--- src/rtl/hbc_pkg.sv ---
package hbc_pkg;

  // Operand source encoding shared by both ALU bypass muxes.
  typedef enum logic [1:0] {
    SRC_RF = 2'd0,
    SRC_XM = 2'd1,
    SRC_MW = 2'd2
  } opnd_src_e;

  // Sequencing controls for the front of the pipe.
  typedef struct packed {
    logic stall;
    logic pc_we;
    logic fd_we;
    logic fd_flush;
    logic dx_nop;
  } seq_ctl_t;

  localparam int unsigned NUM_ALU_OPNDS = 2;

endpackage

--- src/rtl/hbc_operand_fwd.sv ---
module hbc_operand_fwd
  import hbc_pkg::*;
#(
  parameter int unsigned AW = 5
) (
  input  logic [AW-1:0] src,
  input  logic          xm_wen,
  input  logic [AW-1:0] xm_rd,
  input  logic          mw_wen,
  input  logic [AW-1:0] mw_rd,
  output opnd_src_e     sel,
  output logic          xm_hit,
  output logic          mw_hit
);

  function automatic logic producer_hit(input logic wen,
                                        input logic [AW-1:0] rd,
                                        input logic [AW-1:0] rs);
    return wen && (rd != '0) && (rd == rs);
  endfunction

  assign xm_hit = producer_hit(xm_wen, xm_rd, src);
  assign mw_hit = producer_hit(mw_wen, mw_rd, src);

  // Younger producer (execute/memory) wins over older one.
  always_comb begin
    if (xm_hit)      sel = SRC_XM;
    else if (mw_hit) sel = SRC_MW;
    else             sel = SRC_RF;
  end

endmodule

--- src/rtl/hbc_store_fwd.sv ---
module hbc_store_fwd #(
  parameter int unsigned AW = 5
) (
  input  logic          xm_is_store,
  input  logic [AW-1:0] xm_rs2,
  input  logic          mw_wen,
  input  logic [AW-1:0] mw_rd,
  output logic          sel
);

  function automatic logic wb_feeds_store(input logic st,
                                          input logic [AW-1:0] data_reg,
                                          input logic wen,
                                          input logic [AW-1:0] rd);
    return st && wen && (rd != '0) && (rd == data_reg);
  endfunction

  // Feeds only the store-data input; the address path never uses it.
  assign sel = wb_feeds_store(xm_is_store, xm_rs2, mw_wen, mw_rd);

endmodule

--- src/rtl/hbc_loaduse.sv ---
module hbc_loaduse #(
  parameter int unsigned AW = 5
) (
  input  logic          dx_is_load,
  input  logic          dx_wen,
  input  logic [AW-1:0] dx_rd,
  input  logic [AW-1:0] fd_rs1,
  input  logic [AW-1:0] fd_rs2,
  input  logic          fd_is_store,
  output logic          rs1_dep,
  output logic          rs2_dep,
  output logic          hit
);

  function automatic logic load_feeds(input logic ld,
                                      input logic wen,
                                      input logic [AW-1:0] rd,
                                      input logic [AW-1:0] rs);
    return ld && wen && (rd != '0) && (rd == rs);
  endfunction

  assign rs1_dep = load_feeds(dx_is_load, dx_wen, dx_rd, fd_rs1);
  // A store that wants the load only as data is served by the store-data bypass.
  assign rs2_dep = load_feeds(dx_is_load, dx_wen, dx_rd, fd_rs2) && !fd_is_store;
  assign hit     = rs1_dep || rs2_dep;

endmodule

--- src/rtl/hbc_seq_ctl.sv ---
module hbc_seq_ctl
  import hbc_pkg::*;
(
  input  logic     loaduse_hit,
  input  logic     br_taken,
  output seq_ctl_t ctl
);

  always_comb begin
    ctl = '{stall: 1'b0, pc_we: 1'b1, fd_we: 1'b1, fd_flush: 1'b0, dx_nop: 1'b0};
    if (br_taken) begin
      // Redirect: both younger slots become nops, PC loads the target.
      ctl.fd_flush = 1'b1;
      ctl.dx_nop   = 1'b1;
    end else if (loaduse_hit) begin
      ctl.stall  = 1'b1;
      ctl.pc_we  = 1'b0;
      ctl.fd_we  = 1'b0;
      ctl.dx_nop = 1'b1;
    end
  end

endmodule

--- src/rtl/hazard_bypass_ctrl.sv ---
module hazard_bypass_ctrl
  import hbc_pkg::*;
#(
  parameter int unsigned AW = 5
) (
  input  logic [AW-1:0] fd_rs1,
  input  logic [AW-1:0] fd_rs2,
  input  logic          fd_is_store,
  input  logic [AW-1:0] dx_rs1,
  input  logic [AW-1:0] dx_rs2,
  input  logic [AW-1:0] dx_rd,
  input  logic          dx_wen,
  input  logic          dx_is_load,
  input  logic [AW-1:0] xm_rd,
  input  logic          xm_wen,
  input  logic [AW-1:0] xm_rs2,
  input  logic          xm_is_store,
  input  logic [AW-1:0] mw_rd,
  input  logic          mw_wen,
  input  logic          br_taken_x,
  output logic [1:0]    alu_a_sel,
  output logic [1:0]    alu_b_sel,
  output logic          st_data_sel,
  output logic          stall,
  output logic          pc_we,
  output logic          fd_we,
  output logic          fd_flush,
  output logic          dx_nop
);

  localparam int unsigned NOP = NUM_ALU_OPNDS;

  logic [NOP-1:0][AW-1:0] opnd_src;
  opnd_src_e              opnd_sel  [NOP];
  logic [NOP-1:0]         opnd_xm_hit;
  logic [NOP-1:0]         opnd_mw_hit;

  // Named internal events, visible to the bound checker.
  logic     loaduse_hit;
  logic     loaduse_rs1;
  logic     loaduse_rs2;
  logic     flush_evt;
  seq_ctl_t seq;

  assign opnd_src[0] = dx_rs1;
  assign opnd_src[1] = dx_rs2;

  for (genvar g = 0; g < NOP; g++) begin : g_opnd
    hbc_operand_fwd #(.AW(AW)) u_fwd (
      .src    (opnd_src[g]),
      .xm_wen (xm_wen),
      .xm_rd  (xm_rd),
      .mw_wen (mw_wen),
      .mw_rd  (mw_rd),
      .sel    (opnd_sel[g]),
      .xm_hit (opnd_xm_hit[g]),
      .mw_hit (opnd_mw_hit[g])
    );
  end

  assign alu_a_sel = opnd_sel[0];
  assign alu_b_sel = opnd_sel[1];

  hbc_store_fwd #(.AW(AW)) u_st_fwd (
    .xm_is_store (xm_is_store),
    .xm_rs2      (xm_rs2),
    .mw_wen      (mw_wen),
    .mw_rd       (mw_rd),
    .sel         (st_data_sel)
  );

  hbc_loaduse #(.AW(AW)) u_loaduse (
    .dx_is_load  (dx_is_load),
    .dx_wen      (dx_wen),
    .dx_rd       (dx_rd),
    .fd_rs1      (fd_rs1),
    .fd_rs2      (fd_rs2),
    .fd_is_store (fd_is_store),
    .rs1_dep     (loaduse_rs1),
    .rs2_dep     (loaduse_rs2),
    .hit         (loaduse_hit)
  );

  assign flush_evt = br_taken_x;

  hbc_seq_ctl u_seq (
    .loaduse_hit (loaduse_hit),
    .br_taken    (flush_evt),
    .ctl         (seq)
  );

  assign stall    = seq.stall;
  assign pc_we    = seq.pc_we;
  assign fd_we    = seq.fd_we;
  assign fd_flush = seq.fd_flush;
  assign dx_nop   = seq.dx_nop;

endmodule

--- config.mk ---
export PLATFORM = sky130hd
export DESIGN_NAME = hazard_bypass_ctrl
export DESIGN_NICKNAME = d
export VERILOG_FILES = /design/src/rtl/hbc_pkg.sv /design/src/rtl/hbc_operand_fwd.sv /design/src/rtl/hbc_store_fwd.sv /design/src/rtl/hbc_loaduse.sv /design/src/rtl/hbc_seq_ctl.sv /design/src/rtl/hazard_bypass_ctrl.sv
export SDC_FILE = /design/constraint.sdc
export NUM_CORES = 1
export LEC_CHECK = 0
export ABC_AREA = 1
export BUFFER_PORTS_ARGS = -buffer_cell sky130_fd_sc_hd__buf_2
export CAP_MARGIN = 15
export CELL_PAD_IN_SITES_DETAIL_PLACEMENT = 0
export CELL_PAD_IN_SITES_GLOBAL_PLACEMENT = 1
export CORE_MARGIN = 5
export CORE_UTILIZATION = 21
export DETAILED_ROUTE_END_ITERATION = 12
export PLACE_DENSITY_LB_ADDON = 0.1
export SYNTH_ARGS = -nofsm -noshare
export SYNTH_HDL_FRONTEND = slang
export SYNTH_SLANG_ARGS = --single-unit
--- constraint.sdc ---
create_clock -name vclk -period 1.2
set_clock_uncertainty 0.15 [all_clocks]
set_input_delay 0.3 -clock vclk [all_inputs]
set_output_delay 0.3 -clock vclk [all_outputs]
set_load 0.1 [all_outputs]
* Word-level counts from Yosys, hierarchy flattened *
Index checks and enable logic that the tools add are counted.

cells by class
  reductions and logical operators = 19
  mux-type cells = 9
  eq/ne operators = 7

operators by type and width
  operator           number
  $eq 5x5->1         7
  $reduce_bool 5->1  3
  $logic_and 1x1->1  14
  $mux 2             4
  $mux 3             2
  $mux 1             3
  $logic_not 1->1    1
  $logic_or 1x1->1   1

storage, ports and cells
  bits in registers = 0
  word-level logic and storage cells = 35
  output and inout port bits = 10
  input bits = 47

* Logic depth before layout (Yosys ltp) *
Gate-level depths: netlist of the first run.

  depth in word-level cells = 7
  mapped depth = 8
  gate-level depth less buffers = 8

* By module *
A second synthesis of the first run with hierarchy kept.

second synthesis, totals
  cells, all modules = 200
  area, all modules = 847.1 um^2

modules (own cells, without submodules)
  module           sequential area each (um^2)  times used  area an instance (um^2)  cells an instance
  hbc_operand_fwd  0.0                          2           236.5                    59
  hbc_loaduse      0.0                          1           214.0                    43
  hbc_store_fwd    0.0                          1           123.9                    32
  hbc_seq_ctl      0.0                          1           36.3                     7

* Worst setup path before layout of the first run *
OpenSTA, ideal clock, no wires.

  path kind = input port to output port
  start point = input port dx_rd[4]
  end point = output port pc_we
  stages on the path = 8
  buffers on the path = 1
  data arrival time = 1.962 ns
  slack = -1.212 ns
  cell sequence = inv_2 -> nand2_1 -> nand2_1 -> nor2_2 -> nand3_1 -> nand2_2 -> nand3_1 -> buf_4

on the way
  word-level cells in the longest chain between the ends = 7
  elaborated cells on any way between the ends = 10

ends and longest elaborated chain
  item                             line                      RTL
  start: declaration               hazard_bypass_ctrl.sv:11  input logic [AW-1:0] dx_rd,
  $reduce_bool 5->1                hbc_loaduse.sv:19         return ld && wen && (rd != '0) && (rd == rs);
  $logic_and 1x1->1 (2 in series)  hbc_loaduse.sv:19
  $logic_and 1x1->1                hbc_loaduse.sv:24         assign rs2_dep = load_feeds(dx_is_load, dx_wen, dx_rd, fd_rs2) && !fd_is_store;
  $logic_or 1x1->1 (*)             hbc_loaduse.sv:25         assign hit = rs1_dep || rs2_dep;
  $mux 3 (*)                       hbc_seq_ctl.sv:15         end else if (loaduse_hit) begin
  $mux 3 (*)                       hbc_seq_ctl.sv:11         if (br_taken) begin
  end: declaration                 hazard_bypass_ctrl.sv:25  output logic pc_we,

Mark *: on every way between the ends. The rest lies on a longest branch, timed or not.

* Final worst setup path of the first run *
  start point = input port xm_rd[1]
  end point = output port alu_a_sel[0]

on the way
  word-level cells in the longest chain between the ends = 4
  elaborated cells on any way between the ends = 5

ends and longest elaborated chain
  item                   line                      RTL
  start: declaration     hazard_bypass_ctrl.sv:14  input logic [AW-1:0] xm_rd,
  $reduce_bool 5->1      hbc_operand_fwd.sv:19     return wen && (rd != '0) && (rd == rs);
  $logic_and 1x1->1      hbc_operand_fwd.sv:19
  $logic_and 1x1->1 (*)  hbc_operand_fwd.sv:19
  $mux 2 (*)             hbc_operand_fwd.sv:27     if (xm_hit) sel = SRC_XM;
  end: declaration       hazard_bypass_ctrl.sv:21  output logic [1:0] alu_a_sel,

Marks and branches as above.

==> impl_metrics.ini, run 1 <==
[logic_synthesis]
synth-seq-area-share = 0
syn-num-nets = 165
yosysMostFrequentCell = nand2_1
syn_area_per_cell_um2 = 5.35
synth_common_cells = nand2_1 (33), nor2_1 (17), xnor2_1 (17), inv_1 (13)
synthXorXnorAreaFrac = 0.347
synth-simple-area-share = 0.469
synth_compound_area_frac = 0.0297
yosysUniqueCellTypes = 16
syn_inst = 118
yosys.area.top_type = xnor2_1
synth_area_um2 = 632
synth_top_cell_area_share = 0.236
yosysWarnings = 0
synth_top_family_by_area = simple AND/OR/NAND/NOR gates
synthTopCellsByArea = xnor2_1 (24%), nand2_1 (20%), xor2_1 (11%)
synth.area.mux_share = 0
synthAdderAreaFrac = 0

[final_layout]
nFlopsAndLatches = 0
register_area_um2 = 0
clkbuf_count = 0
fin_nets = 225
final_cell_area_um2 = 1680
n_antenna_cell = 0
drive_above_1_share = 0.688
syn_to_final_growth_pct = 166
final_util = 0.564

[routing]
vias_per_cell = 4.23
vias = 884
wl_per_cell_um = 11.2
drt_first_pass_iters = 4
drc = 0
wirelength_um = 2350
drt_iter0_drc = 27
antenna_left = 0

[critical_path]
arrival_ps = 1190
cp-start-kind = primary input
critical_path.startpoint = xm_rd[1]
cp-end-kind = primary output
cp_max_fo = 3
crit_type = in2out
worstPathRequired_ps = 750

[timing]
finalHoldViolations = 0
worst_slew_pin_slew_ps = 214
finalWorstSetupSlack_ps = -444
period_minus_slack_ps = 1640
setup_tns_ps = -3710
setup_violations = 9
rsz0062_at_grt = true
fmax_ghz = 0.608
slew_viol_final = 0
finalCritPeriodShare = 1.37
max-slew-margin-rel = 0.857

[pwr]
powerDensity_nw_per_um2 = 358
peakVddDrop_mv = 0.217
leakagePower_nw = 0.814

[placed_design]
dp_hpwl_um = 1990
globalplace.congestion = 0.694
placed_area_um2 = 1240
io_buffers = 57

[grt]
grt-ovfl-total = 0
grt_pass1_wl_um = 3980
track_usage = 0.113
grt_max_degree = 6
grt_pass1_vias = 942
antenna_found_initial = 0

[outcome]
status = finished with violations
violations = setup timing

[floorplanning]
rows = 20
die_h_um = 64.9
pin_count = 57
core_area_um2 = 2980
die_w_um = 64.9
die_area_um2 = 4210
initial_core_util = 0.212

[hold_path]
hold_class = in2out
min_from = br_taken_x

[flow_run]
drv_cap = 0
## cell type report
| cell class | count | area [um^2] |
|---|---|---|
| Tap cell | 33 | 41.3 |
| Timing Repair Buffer | 62 | 727 |
| Inverter | 18 | 85.1 |
| Multi-Input combinational cell | 96 | 826 |
| Fill cell | 270 | 1300 |
## through the flow
| stage | power (mW) | setup WS [ps] | instances | hold WS [ps] |
|---|---|---|---|---|
| floorplan | 0.244 | -504 | 118 | 552 |
| global placement | 0.426 | -516 | 208 | 773 |
| detailed placement | 0.431 | -539 | 208 | 774 |
| CTS | 0.537 | -465 | 209 | 767 |
| global route | 0.647 | -528 | 209 | 792 |
| finish | 0.601 | -444 | 209 | 771 |
## layout by cell type, fill, tap and decap left out, types with 7 or more instances in the layout
master / count
buf_12: 11
buf_2: 15
buf_6: 23
buf_8: 10
inv_1: 8
inv_2: 7
nand2_1: 20
nand2_2: 15
nor2_1: 9
xnor2_2: 9
xor2_1: 8
## metal layers
metal	global-route usage	wire length, um	up-vias
li1	-	-	470
met1	0.132	796	384
met2	0.223	1390	28
met3	0.0104	143	2
met4	0.0158	16	0
met5	0	0	-
## final timing paths
kind,endpoint,slack [ps],cells after the start
worst min-delay path,stall,770,3
worst max-delay path,alu_a_sel[0],-440,6
## repair_timing
action,CTS,global route
setup buffers,1,0
hold buffers,0,0
endpoints found under the setup margin,9,9
resized for setup,69,35
pin swaps,38,26
## report_power, final
group	internal (mW)	switching, mW	total (mW)	leakage (nW)
sequential	0	0	0	0
combinational	0.320	0.281	0.601	0.814
clock	0	0	0	0
total	0.320	0.281	0.601	0.814
## cells by family (layout without fill, tap and decap cells)
| group | Yosys count | count (layout) |
|---|---|---|
| and+or+nand+nor | 68 | 68 |
| AOI/OAI and AO/OA | 3 | 3 |
| xor gates and xnor gates | 25 | 25 |
| buffers and inverters | 22 | 80 |
## worst max-delay path, cell delays in order
cell	delay (ps)
buf_8	120
xnor2_2	150
nand2_2	80
nor3_4	250
buf_6	130
buf_12	160
(Power assumes the default switching activity.)
==> inputs of run 2 (changes only) <==
Settings changed: CORE_UTILIZATION 21 to 23, SYNTH_HIERARCHICAL from default to 1.
==> impl_metrics.ini, run 2 <==
[floorplanning]
initial_core_util = 0.244
pin_count = 57
rows = 21
die_h_um = 70.1
die_w_um = 70.1
die_area_um2 = 4920
core_area_um2 = 3420

[final_layout]
nFlopsAndLatches = 0
fin_nets = 304
final_common_cell = nand2_1
n_antenna_cell = 0
fill_cells = 336
clkbuf_count = 0
final_cell_mix = nand2_1 (50), nand2_2 (30), inv_1 (28), buf_6 (19), buf_12 (16)
register_area_um2 = 0
syn_to_final_growth_pct = 135
multi_input_area_um2 = 873
drive_above_1_share = 0.600
finalNonFillerCells = 301

[hold_path]
worstHoldPathCells = 2
hold_class = in2out

[grt]
grt_pass1_wl_um = 5220
antenna_found_initial = 0
grt_max_degree = 9
grt_pass1_vias = 1137
track_usage = 0.125
grt-ovfl-total = 0

[critical_path]
slowest_stage = buf_12
cp-end-kind = primary output
cp_max_fo = 2
cp_top_family = simple AND/OR/NAND/NOR gates
arrival_ps = 1240
path_cells = buf_6, xnor2_2, nand2_1, nor2_2, nand3_2, nand2_4, inv_4, nor2_4, buf_12
max_stage_delay_ps = 180
worst-path-stages = 9
crit_buf_inv = 3
crit_type = in2out
worstPathRequired_ps = 750
cp-start-kind = primary input

[outcome]
status = finished with violations
violations = setup timing

[clock_network]
hold_buffers = 0

[timing]
setup_violations = 9
hold-worst-slack_ps = 756
slew_viol_final = 0
finalWorstSetupSlack_ps = -489
setup_tns_ps = -3590
period_minus_slack_ps = 1690
fmax_ghz = 0.592
worst_slew_pin_slew_ps = 232
finalCritPeriodShare = 1.41
rsz0062_at_grt = true
finalHoldViolations = 0
max-slew-margin-rel = 0.846

[pwr]
peakVddDrop_mv = 0.141
leakagePower_nw = 1.04
powerDensity_nw_per_um2 = 331

[routing]
antenna_left = 0
drc = 0
vias = 1255
wl_per_cell_um = 10.6
wirelength_um = 3200
vias_per_cell = 4.17
drt_first_pass_iters = 4
drt_iter0_drc = 12

[logic_synthesis]
syn_area_per_cell_um2 = 4.25
yosysWarnings = 6
synth_area_um2 = 832
syn-num-nets = 243
syn_inst = 196

[placed_design]
numPlacedInstances = 299
globalplace.congestion = 0.730
dp_hpwl_um = 2430
io_buffers = 57

[flow_run]
drv_cap = 0
[run 2: metrics by stage]
| step | worst slack, ps | total power, mW | utilization | instance area [um^2] |
|---|---|---|---|---|
| after floorplan | -527 | 0.254 | - | 960 |
| after global placement | -550 | 0.448 | 0.417 | 1420 |
| after detailed placement | -557 | 0.447 | 0.417 | 1420 |
| after CTS | -517 | 0.575 | 0.515 | 1760 |
| after global routing | -542 | 0.705 | 0.572 | 1950 |
| final | -489 | 0.648 | 0.572 | 1950 |
[run 2: timing repair]
action                                 in CTS  in global routing
cloned                                      2                  0
setup endpoints to repair                   9                  9
pin swaps                                  35                 31
gates resized for setup                    90                 58
buffers inserted                            0                  0
endpoints found under the hold margin       0                  0
[run 2: where the power goes]
| group | leakage (nW) | switching [mW] | internal [mW] |
|---|---|---|---|
| Clock | 0 | 0 | 0 |
| Combinational | 1.04 | 0.328 | 0.320 |
| Sequential | 0 | 0 | 0 |
[run 2: worst paths after layout]
check	from	end	slack (ps)
setup / recovery	fd_rs1[0]	stall	-490
hold / removal	br_taken_x	fd_flush	760
[run 2: layout make-up]
cell class         count  share of cell area
well taps             46              0.0294
inverters             51               0.122
multi-input cells    141               0.447
repair buffers        63               0.401
[run 2: routing by layer]
layer	part of all wire	GRT usage	up-vias
met4	0	0.0128	0
met1	0.42	0.171	540
met5	0	0	-
li1	-	-	683
met2	0.53	0.211	32
met3	0.049	0.0201	0
